### src/rtl/alu_flag_pkg.sv
package alu_flag_pkg;
  localparam int FLAG_W = 9;

  typedef enum logic [3:0] {
    OP_NOP = 4'd0,  OP_ADD = 4'd1,  OP_SUB = 4'd2,  OP_AND = 4'd3,
    OP_OR  = 4'd4,  OP_XOR = 4'd5,  OP_MOV = 4'd6,  OP_JMP = 4'd7,
    OP_STF = 4'd8,  OP_CTF = 4'd9,  OP_SIF = 4'd10, OP_CIF = 4'd11,
    OP_SDF = 4'd12, OP_CDF = 4'd13, OP_R14 = 4'd14, OP_R15 = 4'd15
  } alu_op_e;

  typedef struct packed {
    logic dir;
    logic ien;
    logic trap;
    logic ovf;
    logic sgn;
    logic zero;
    logic aux;
    logic par;
    logic cry;
  } flags_t;

  function automatic logic is_logic(alu_op_e op);
    return (op == OP_AND) || (op == OP_OR) || (op == OP_XOR);
  endfunction

  function automatic logic is_passive(alu_op_e op);
    return (op == OP_NOP) || (op == OP_MOV) || (op == OP_JMP);
  endfunction
endpackage

### src/rtl/alu_lane.sv
module alu_lane
  import alu_flag_pkg::*;
#(
  parameter int W = 8
) (
  input  logic [W-1:0] a_i,
  input  logic [W-1:0] b_i,
  input  alu_op_e      op_i,
  output logic [W-1:0] res_o,
  output logic         cry_o,
  output logic         aux_o,
  output logic         ovf_o
);
  logic [W:0] ext;
  logic [4:0] nib_sum;

  always_comb begin
    unique case (op_i)
      OP_ADD:  ext = {1'b0, a_i} + {1'b0, b_i};
      OP_SUB:  ext = {1'b0, a_i} - {1'b0, b_i};
      OP_AND:  ext = {1'b0, a_i & b_i};
      OP_OR:   ext = {1'b0, a_i | b_i};
      OP_XOR:  ext = {1'b0, a_i ^ b_i};
      OP_MOV:  ext = {1'b0, b_i};
      default: ext = '0;
    endcase
  end

  assign res_o   = ext[W-1:0];
  assign nib_sum = {1'b0, a_i[3:0]} + {1'b0, b_i[3:0]};

  always_comb begin
    cry_o = 1'b0;
    aux_o = 1'b0;
    ovf_o = 1'b0;
    if (op_i == OP_ADD) begin
      cry_o = ext[W];
      aux_o = nib_sum[4];
      ovf_o = (a_i[W-1] == b_i[W-1]) && (res_o[W-1] != a_i[W-1]);
    end else if (op_i == OP_SUB) begin
      cry_o = ext[W];
      aux_o = a_i[3:0] < b_i[3:0];
      ovf_o = (a_i[W-1] != b_i[W-1]) && (res_o[W-1] != a_i[W-1]);
    end
  end
endmodule

### src/rtl/alu_flag_next.sv
module alu_flag_next
  import alu_flag_pkg::*;
#(
  parameter int WIDE_W   = 16,
  parameter int NARROW_W = 8,
  parameter int PAR_W    = 8
) (
  input  alu_op_e           op_i,
  input  logic              wide_i,
  input  logic [WIDE_W-1:0] res_i,
  input  logic              cry_i,
  input  logic              aux_i,
  input  logic              ovf_i,
  input  flags_t            cur_i,
  output flags_t            nxt_o
);
  logic sgn, zero, par;

  assign sgn  = wide_i ? res_i[WIDE_W-1] : res_i[NARROW_W-1];
  assign zero = (res_i == '0);
  assign par  = ~^res_i[PAR_W-1:0];

  always_comb begin
    nxt_o = cur_i;
    unique case (op_i)
      OP_ADD, OP_SUB: begin
        nxt_o.cry  = cry_i;
        nxt_o.aux  = aux_i;
        nxt_o.ovf  = ovf_i;
        nxt_o.sgn  = sgn;
        nxt_o.zero = zero;
        nxt_o.par  = par;
      end
      OP_AND, OP_OR, OP_XOR: begin
        nxt_o.cry  = 1'b0;
        nxt_o.aux  = 1'b0;
        nxt_o.ovf  = 1'b0;
        nxt_o.sgn  = sgn;
        nxt_o.zero = zero;
        nxt_o.par  = par;
      end
      OP_STF: nxt_o.trap = 1'b1;
      OP_CTF: nxt_o.trap = 1'b0;
      OP_SIF: nxt_o.ien  = 1'b1;
      OP_CIF: nxt_o.ien  = 1'b0;
      OP_SDF: nxt_o.dir  = 1'b1;
      OP_CDF: nxt_o.dir  = 1'b0;
      default: nxt_o = cur_i;
    endcase
  end
endmodule

### src/rtl/alu_flag_store.sv
module alu_flag_store
  import alu_flag_pkg::*;
(
  input  logic    clk_i,
  input  logic    rst_ni,
  input  logic    upd_i,
  input  alu_op_e op_i,
  input  flags_t  nxt_i,
  output flags_t  flags_o
);
  flags_t flags_q;

  always_ff @(posedge clk_i or negedge rst_ni) begin
    if (!rst_ni)    flags_q <= '0;
    else if (upd_i) flags_q <= nxt_i;
  end

  assign flags_o = flags_q;

  a_r9_hold_without_update: assert property (@(posedge clk_i) disable iff (!rst_ni)
    !upd_i |=> $stable(flags_q));

  a_r8_passive_op_holds: assert property (@(posedge clk_i) disable iff (!rst_ni)
    (upd_i && is_passive(op_i)) |=> $stable(flags_q));

  a_r7_logic_clears: assert property (@(posedge clk_i) disable iff (!rst_ni)
    (upd_i && is_logic(op_i)) |=> (!flags_q.cry && !flags_q.ovf && !flags_q.aux));

  a_r10_trap_set: assert property (@(posedge clk_i) disable iff (!rst_ni)
    (upd_i && op_i == OP_STF) |=> flags_q.trap);

  a_r10_arith_keeps_ctrl: assert property (@(posedge clk_i) disable iff (!rst_ni)
    (upd_i && (op_i == OP_ADD || op_i == OP_SUB))
      |=> $stable({flags_q.dir, flags_q.ien, flags_q.trap}));

  a_r6_zero_not_negative: assert property (@(posedge clk_i) disable iff (!rst_ni)
    flags_q.zero |-> !flags_q.sgn);
endmodule

### src/rtl/alu_flag_unit.sv
module alu_flag_unit
  import alu_flag_pkg::*;
#(
  parameter int WIDE_W   = 16,
  parameter int NARROW_W = 8,
  parameter int PAR_W    = 8
) (
  input  logic              clk_i,
  input  logic              rst_ni,
  input  logic [WIDE_W-1:0] op_a_i,
  input  logic [WIDE_W-1:0] op_b_i,
  input  logic [3:0]        op_i,
  input  logic              wide_i,
  input  logic              upd_i,
  input  logic              irq_i,
  output logic [WIDE_W-1:0] result_o,
  output logic [FLAG_W-1:0] flags_o,
  output logic              irq_o,
  output logic              trap_o
);
  localparam int LANE_N = 2;

  alu_op_e           op;
  logic [WIDE_W-1:0] lane_res [LANE_N];
  logic [LANE_N-1:0] lane_cry, lane_aux, lane_ovf;
  logic              sel;
  flags_t            cur_flags, nxt_flags;

  assign op  = alu_op_e'(op_i);
  assign sel = wide_i;

  for (genvar g = 0; g < LANE_N; g++) begin : g_lane
    localparam int LW = (g == 0) ? NARROW_W : WIDE_W;
    logic [LW-1:0] res;
    alu_lane #(.W(LW)) u_lane (
      .a_i  (op_a_i[LW-1:0]),
      .b_i  (op_b_i[LW-1:0]),
      .op_i (op),
      .res_o(res),
      .cry_o(lane_cry[g]),
      .aux_o(lane_aux[g]),
      .ovf_o(lane_ovf[g])
    );
    if (LW < WIDE_W) begin : g_pad
      assign lane_res[g] = {{(WIDE_W-LW){1'b0}}, res};
    end else begin : g_full
      assign lane_res[g] = res;
    end
  end

  assign result_o = lane_res[sel];

  alu_flag_next #(.WIDE_W(WIDE_W), .NARROW_W(NARROW_W), .PAR_W(PAR_W)) u_next (
    .op_i  (op),
    .wide_i(wide_i),
    .res_i (result_o),
    .cry_i (lane_cry[sel]),
    .aux_i (lane_aux[sel]),
    .ovf_i (lane_ovf[sel]),
    .cur_i (cur_flags),
    .nxt_o (nxt_flags)
  );

  alu_flag_store u_store (
    .clk_i  (clk_i),
    .rst_ni (rst_ni),
    .upd_i  (upd_i),
    .op_i   (op),
    .nxt_i  (nxt_flags),
    .flags_o(cur_flags)
  );

  assign flags_o = cur_flags;
  assign irq_o   = irq_i && cur_flags.ien;
  assign trap_o  = cur_flags.trap && upd_i;

  a_r11_irq_gated: assert property (@(posedge clk_i) disable iff (!rst_ni)
    irq_o |-> flags_o[7]);

  a_r1_narrow_upper_zero: assert property (@(posedge clk_i) disable iff (!rst_ni)
    !wide_i |-> (result_o[WIDE_W-1:NARROW_W] == '0));
endmodule

### config.mk
export PLATFORM = sky130hd
export DESIGN_NAME = alu_flag_unit
export DESIGN_NICKNAME = d
export VERILOG_FILES = /design/src/rtl/alu_flag_pkg.sv /design/src/rtl/alu_lane.sv /design/src/rtl/alu_flag_next.sv /design/src/rtl/alu_flag_store.sv /design/src/rtl/alu_flag_unit.sv
export SDC_FILE = /design/constraint.sdc
export NUM_CORES = 1
export LEC_CHECK = 0
export BUFFER_PORTS_ARGS = -buffer_cell sky130_fd_sc_hd__buf_2
export CORE_MARGIN = 1
export CORE_UTILIZATION = 55
export DETAILED_ROUTE_END_ITERATION = 8
export HOLD_SLACK_MARGIN = 0.12
export PLACE_DENSITY = 0.78
export RECOVER_POWER = 25
export SETUP_SLACK_MARGIN = 0.2
export SLEW_MARGIN = 20
export SYNTH_ARGS = -nofsm -noshare
export SYNTH_HDL_FRONTEND = slang
export SYNTH_SLANG_ARGS = --single-unit
### constraint.sdc
create_clock -name clk_i -period 9.5 [get_ports clk_i]
set_clock_uncertainty 0.05 [all_clocks]
set_input_delay 0.475 -clock clk_i [delete_from_list [all_inputs] [get_ports clk_i]]
set_output_delay 0.475 -clock clk_i [all_outputs]
set_load 0.02 [all_outputs]
==> impl_metrics.yaml <==
die:
  rows: 26
  die_w_um: 76.4
  num_io_pins: 68
  initial_core_util_pct: 58.4
  die_area_um2: 5830
  coreArea_um2: 5200
  die_h_um: 76.4
cells_and_area:
  area_growth_pct: 13.2
  largest_reg_flops: 9
  drive_above_1_share_pct: 17.7
  nNetsFinal: 574
  nFillCells: 496
  fin_util_pct: 66.1
  multi_input_area_um2: 2560
  antenna_cells: 0
  regArea_um2: 225
  postLayoutCellArea_um2: 3440
power:
  p_leak_nw: 1.74
  p_total_w: 0.000310
  peakVddDrop_uv: 54.1
  power.density_nw_per_um2: 90.1
sta:
  rsz0062_at_grt: "no"
  min_period_ps: 4660
  period_share_pct: 49.1
  hold_viol: 0
  final_max_slew_viol_count: 0
  setup_viol: 0
  tightest_slew_ps: 939
  fmax_mhz: 215
  slew_headroom_pct: 37.3
  setup_tns_ps: 0
critical_path:
  r2r_slack_ps: 8690
  crit_start: "op_i[1]"
  cp-end-kind: "output port"
  cp.arrival_ps: 4140
  worst_path_largest_cell_delay_ps: 610
  r2r-end: "u_store.flags_o[4]"
  path_cells: "buf_2 > nand2_1 > nor2_1 > a21oi_1 > xnor2_1 > ha_1 > nand4_1 > or2_1 > a32o_1 > a31oi_1 > mux2i_1 > a221oi_4 > nor2_1 > buf_2"
  worst_r2r_path_depth: 1
  worst_setup_path_start_kind: "primary input"
  r2r-start: "u_store.flags_o[4]"
  cp_max_fo: 45
  worstPathRequired_ps: 8980
  crit_slowest_cell: "buf_2"
  worstSetupPathType: "primary input to output port"
  cp-endpoint: "result_o[15]"
global_route:
  grt_usage_pct: 30.5
  grt_start_max_net_pins: 46
  overflow: 0
  grt_pass1_vias: 3111
  grt_antenna_before_repair: 0
  grt_pass1_wl_mm: 14.6
logic_synthesis:
  synth_top_area_cell: "ha_1"
  synth_cell_types: 67
  ys_seq_area_share_pct: 7.41
  synthCells: 418
  synth_area_um2: 3040
  synth_ff_type: "dfrtp_1"
  syn_nets: 516
  yosysWarnings: 0
  synth_commonest_cells: "56 x ha_1, 44 x inv_1, 38 x nand2_1, 38 x nor2_1, 26 x o21ai_0"
  synth_top_area_share_pct: 23.0
  post_synth.cell_area_avg_um2: 7.27
  synth.most_common_cell: "ha_1"
  synth-seq-cells: 9
  synth-async-reset-ratio_pct: 100
  synth_edf_count: 0
  ys_top_cells_by_area: "ha_1 23%, dfrtp_1 7.4%, xnor2_1 6.9%, inv_1 5.4%, nand2_1 4.7%"
worst_hold_path:
  hp-class: "flop to flop"
drt:
  drtIter0Drc: 292
  drtPass1Iterations: 5
  drc: 0
  vias_per_cell: 6.16
  routed_wl_mm: 8.75
  wire_per_inst_um: 16.1
  final_antenna_net_count: 0
  via_count: 3359
clock_tree:
  clock_latency_ps: 230
  cts_sinks: 9
  cts_htree_levels: 1
  cts_tree: "done"
  path_clk_slew_ps: 40
  cts_made_buffers: 3
  cts_buffer_depth: 2
  clockRootBuffer: "clkbuf_8"
placement:
  port_buffers: 67
  dpl_cell_area_um2: 3390
  place_hpwl_mm: 6.94
  gp_congestion: 0.966
status:
  outcome: "finished, final reports clean"
run:
  max_cap_viol_count: 0
[cells by family after synthesis]
logic type	count (synthesis)	synth area share [%]
AOI/OAI and AO/OA	120	28.2
muxes	4	1.36
and+or+nand+nor	140	22.6
adders and majority gates	57	23.7
DFF	9	7.41
xor gates and xnor gates	27	7.78
buffers and inverters	61	9.01
[per-stage QoR]
stage	hold slack, ps	worst slack (ps)	std cells
after global routing	450	4570	545
after global placement	285	4980	540
after floorplan	129	5390	418
after CTS	427	4920	545
after detailed placement	287	4930	540
final	420	4840	545
[power by group]
| group | internal [W] | total [W] | switching [W] |
|---|---|---|---|
| Clock | 0.0000292 | 0.0000444 | 0.0000151 |
| Sequential | 0.0000462 | 0.0000503 | 0.00000418 |
| Combinational | 0.0000874 | 0.000215 | 0.000128 |
[layout make-up]
| cell class | instances | area share (%) |
|---|---|---|
| Tap cell | 70 | 2.54 |
| Multi-Input combinational cell | 348 | 74.3 |
| Sequential cell | 9 | 6.54 |
| Timing Repair Buffer | 68 | 9.92 |
| Inverter | 46 | 5.42 |
| Clock buffer | 4 | 1.31 |
[what timing repair did]
action	4_1_cts	5_1_grt
endpoints found under the hold margin	9	0
hold buffers	1	0
buffers inserted	0	0
gates resized for setup	0	0
[critical path: cells and delay by family]
kind            cells  cell delay [ps]
simple gates        5             1110
compound gates      4             1000
buf+inv             2              790
fa+ha+maj           1              390
mux                 1              180
xor+xnor            1              160
[layout by cell type, fill, tap and decap left out, types with 4 or more instances in the layout]
cell      instances
buf_2            64
ha_1             56
inv_1            44
nor2_1           38
nand2_1          38
o21ai_0          26
xnor2_1          24
a21oi_1          18
nor3_1           12
nand3_1          10
dfrtp_1           9
a222oi_1          8
o21a_1            7
a22oi_1           7
a31oi_1           6
nor2b_1           5
and3_1            5
and2_1            5
nand4_1           5
o31ai_1           5
o21ai_1           5
o22ai_1           4
clkbuf_1          4
[how the worst min path moves through the flow]
stage	from	to	slack (ps)	cells past startpoint
3_3_place_gp	rst_ni	u_store.flags_o[1]	280	1
2_1_floorplan	rst_ni	u_store.flags_o[0]	130	0
5_1_grt	u_store.flags_o[8]	u_store.flags_o[8]	450	2
6_report	u_store.flags_o[8]	u_store.flags_o[8]	420	2
4_1_cts	u_store.flags_o[8]	u_store.flags_o[8]	430	2
3_5_place_dp	rst_ni	u_store.flags_o[4]	290	1
[routing by layer]
metal | global-route usage [%] | part of all wire (%) | wire length, µm | vias to the layer above
met5 | 0 | 0 | 0 | -
met4 | 10.8 | 2.7 | 238 | 0
met3 | 2.99 | 10 | 889 | 27
met2 | 48.7 | 44 | 3850 | 190
met1 | 42.3 | 43 | 3770 | 1517
li1 | - | - | - | 1625
No activity file was read; power rests on OpenSTA's default activity.
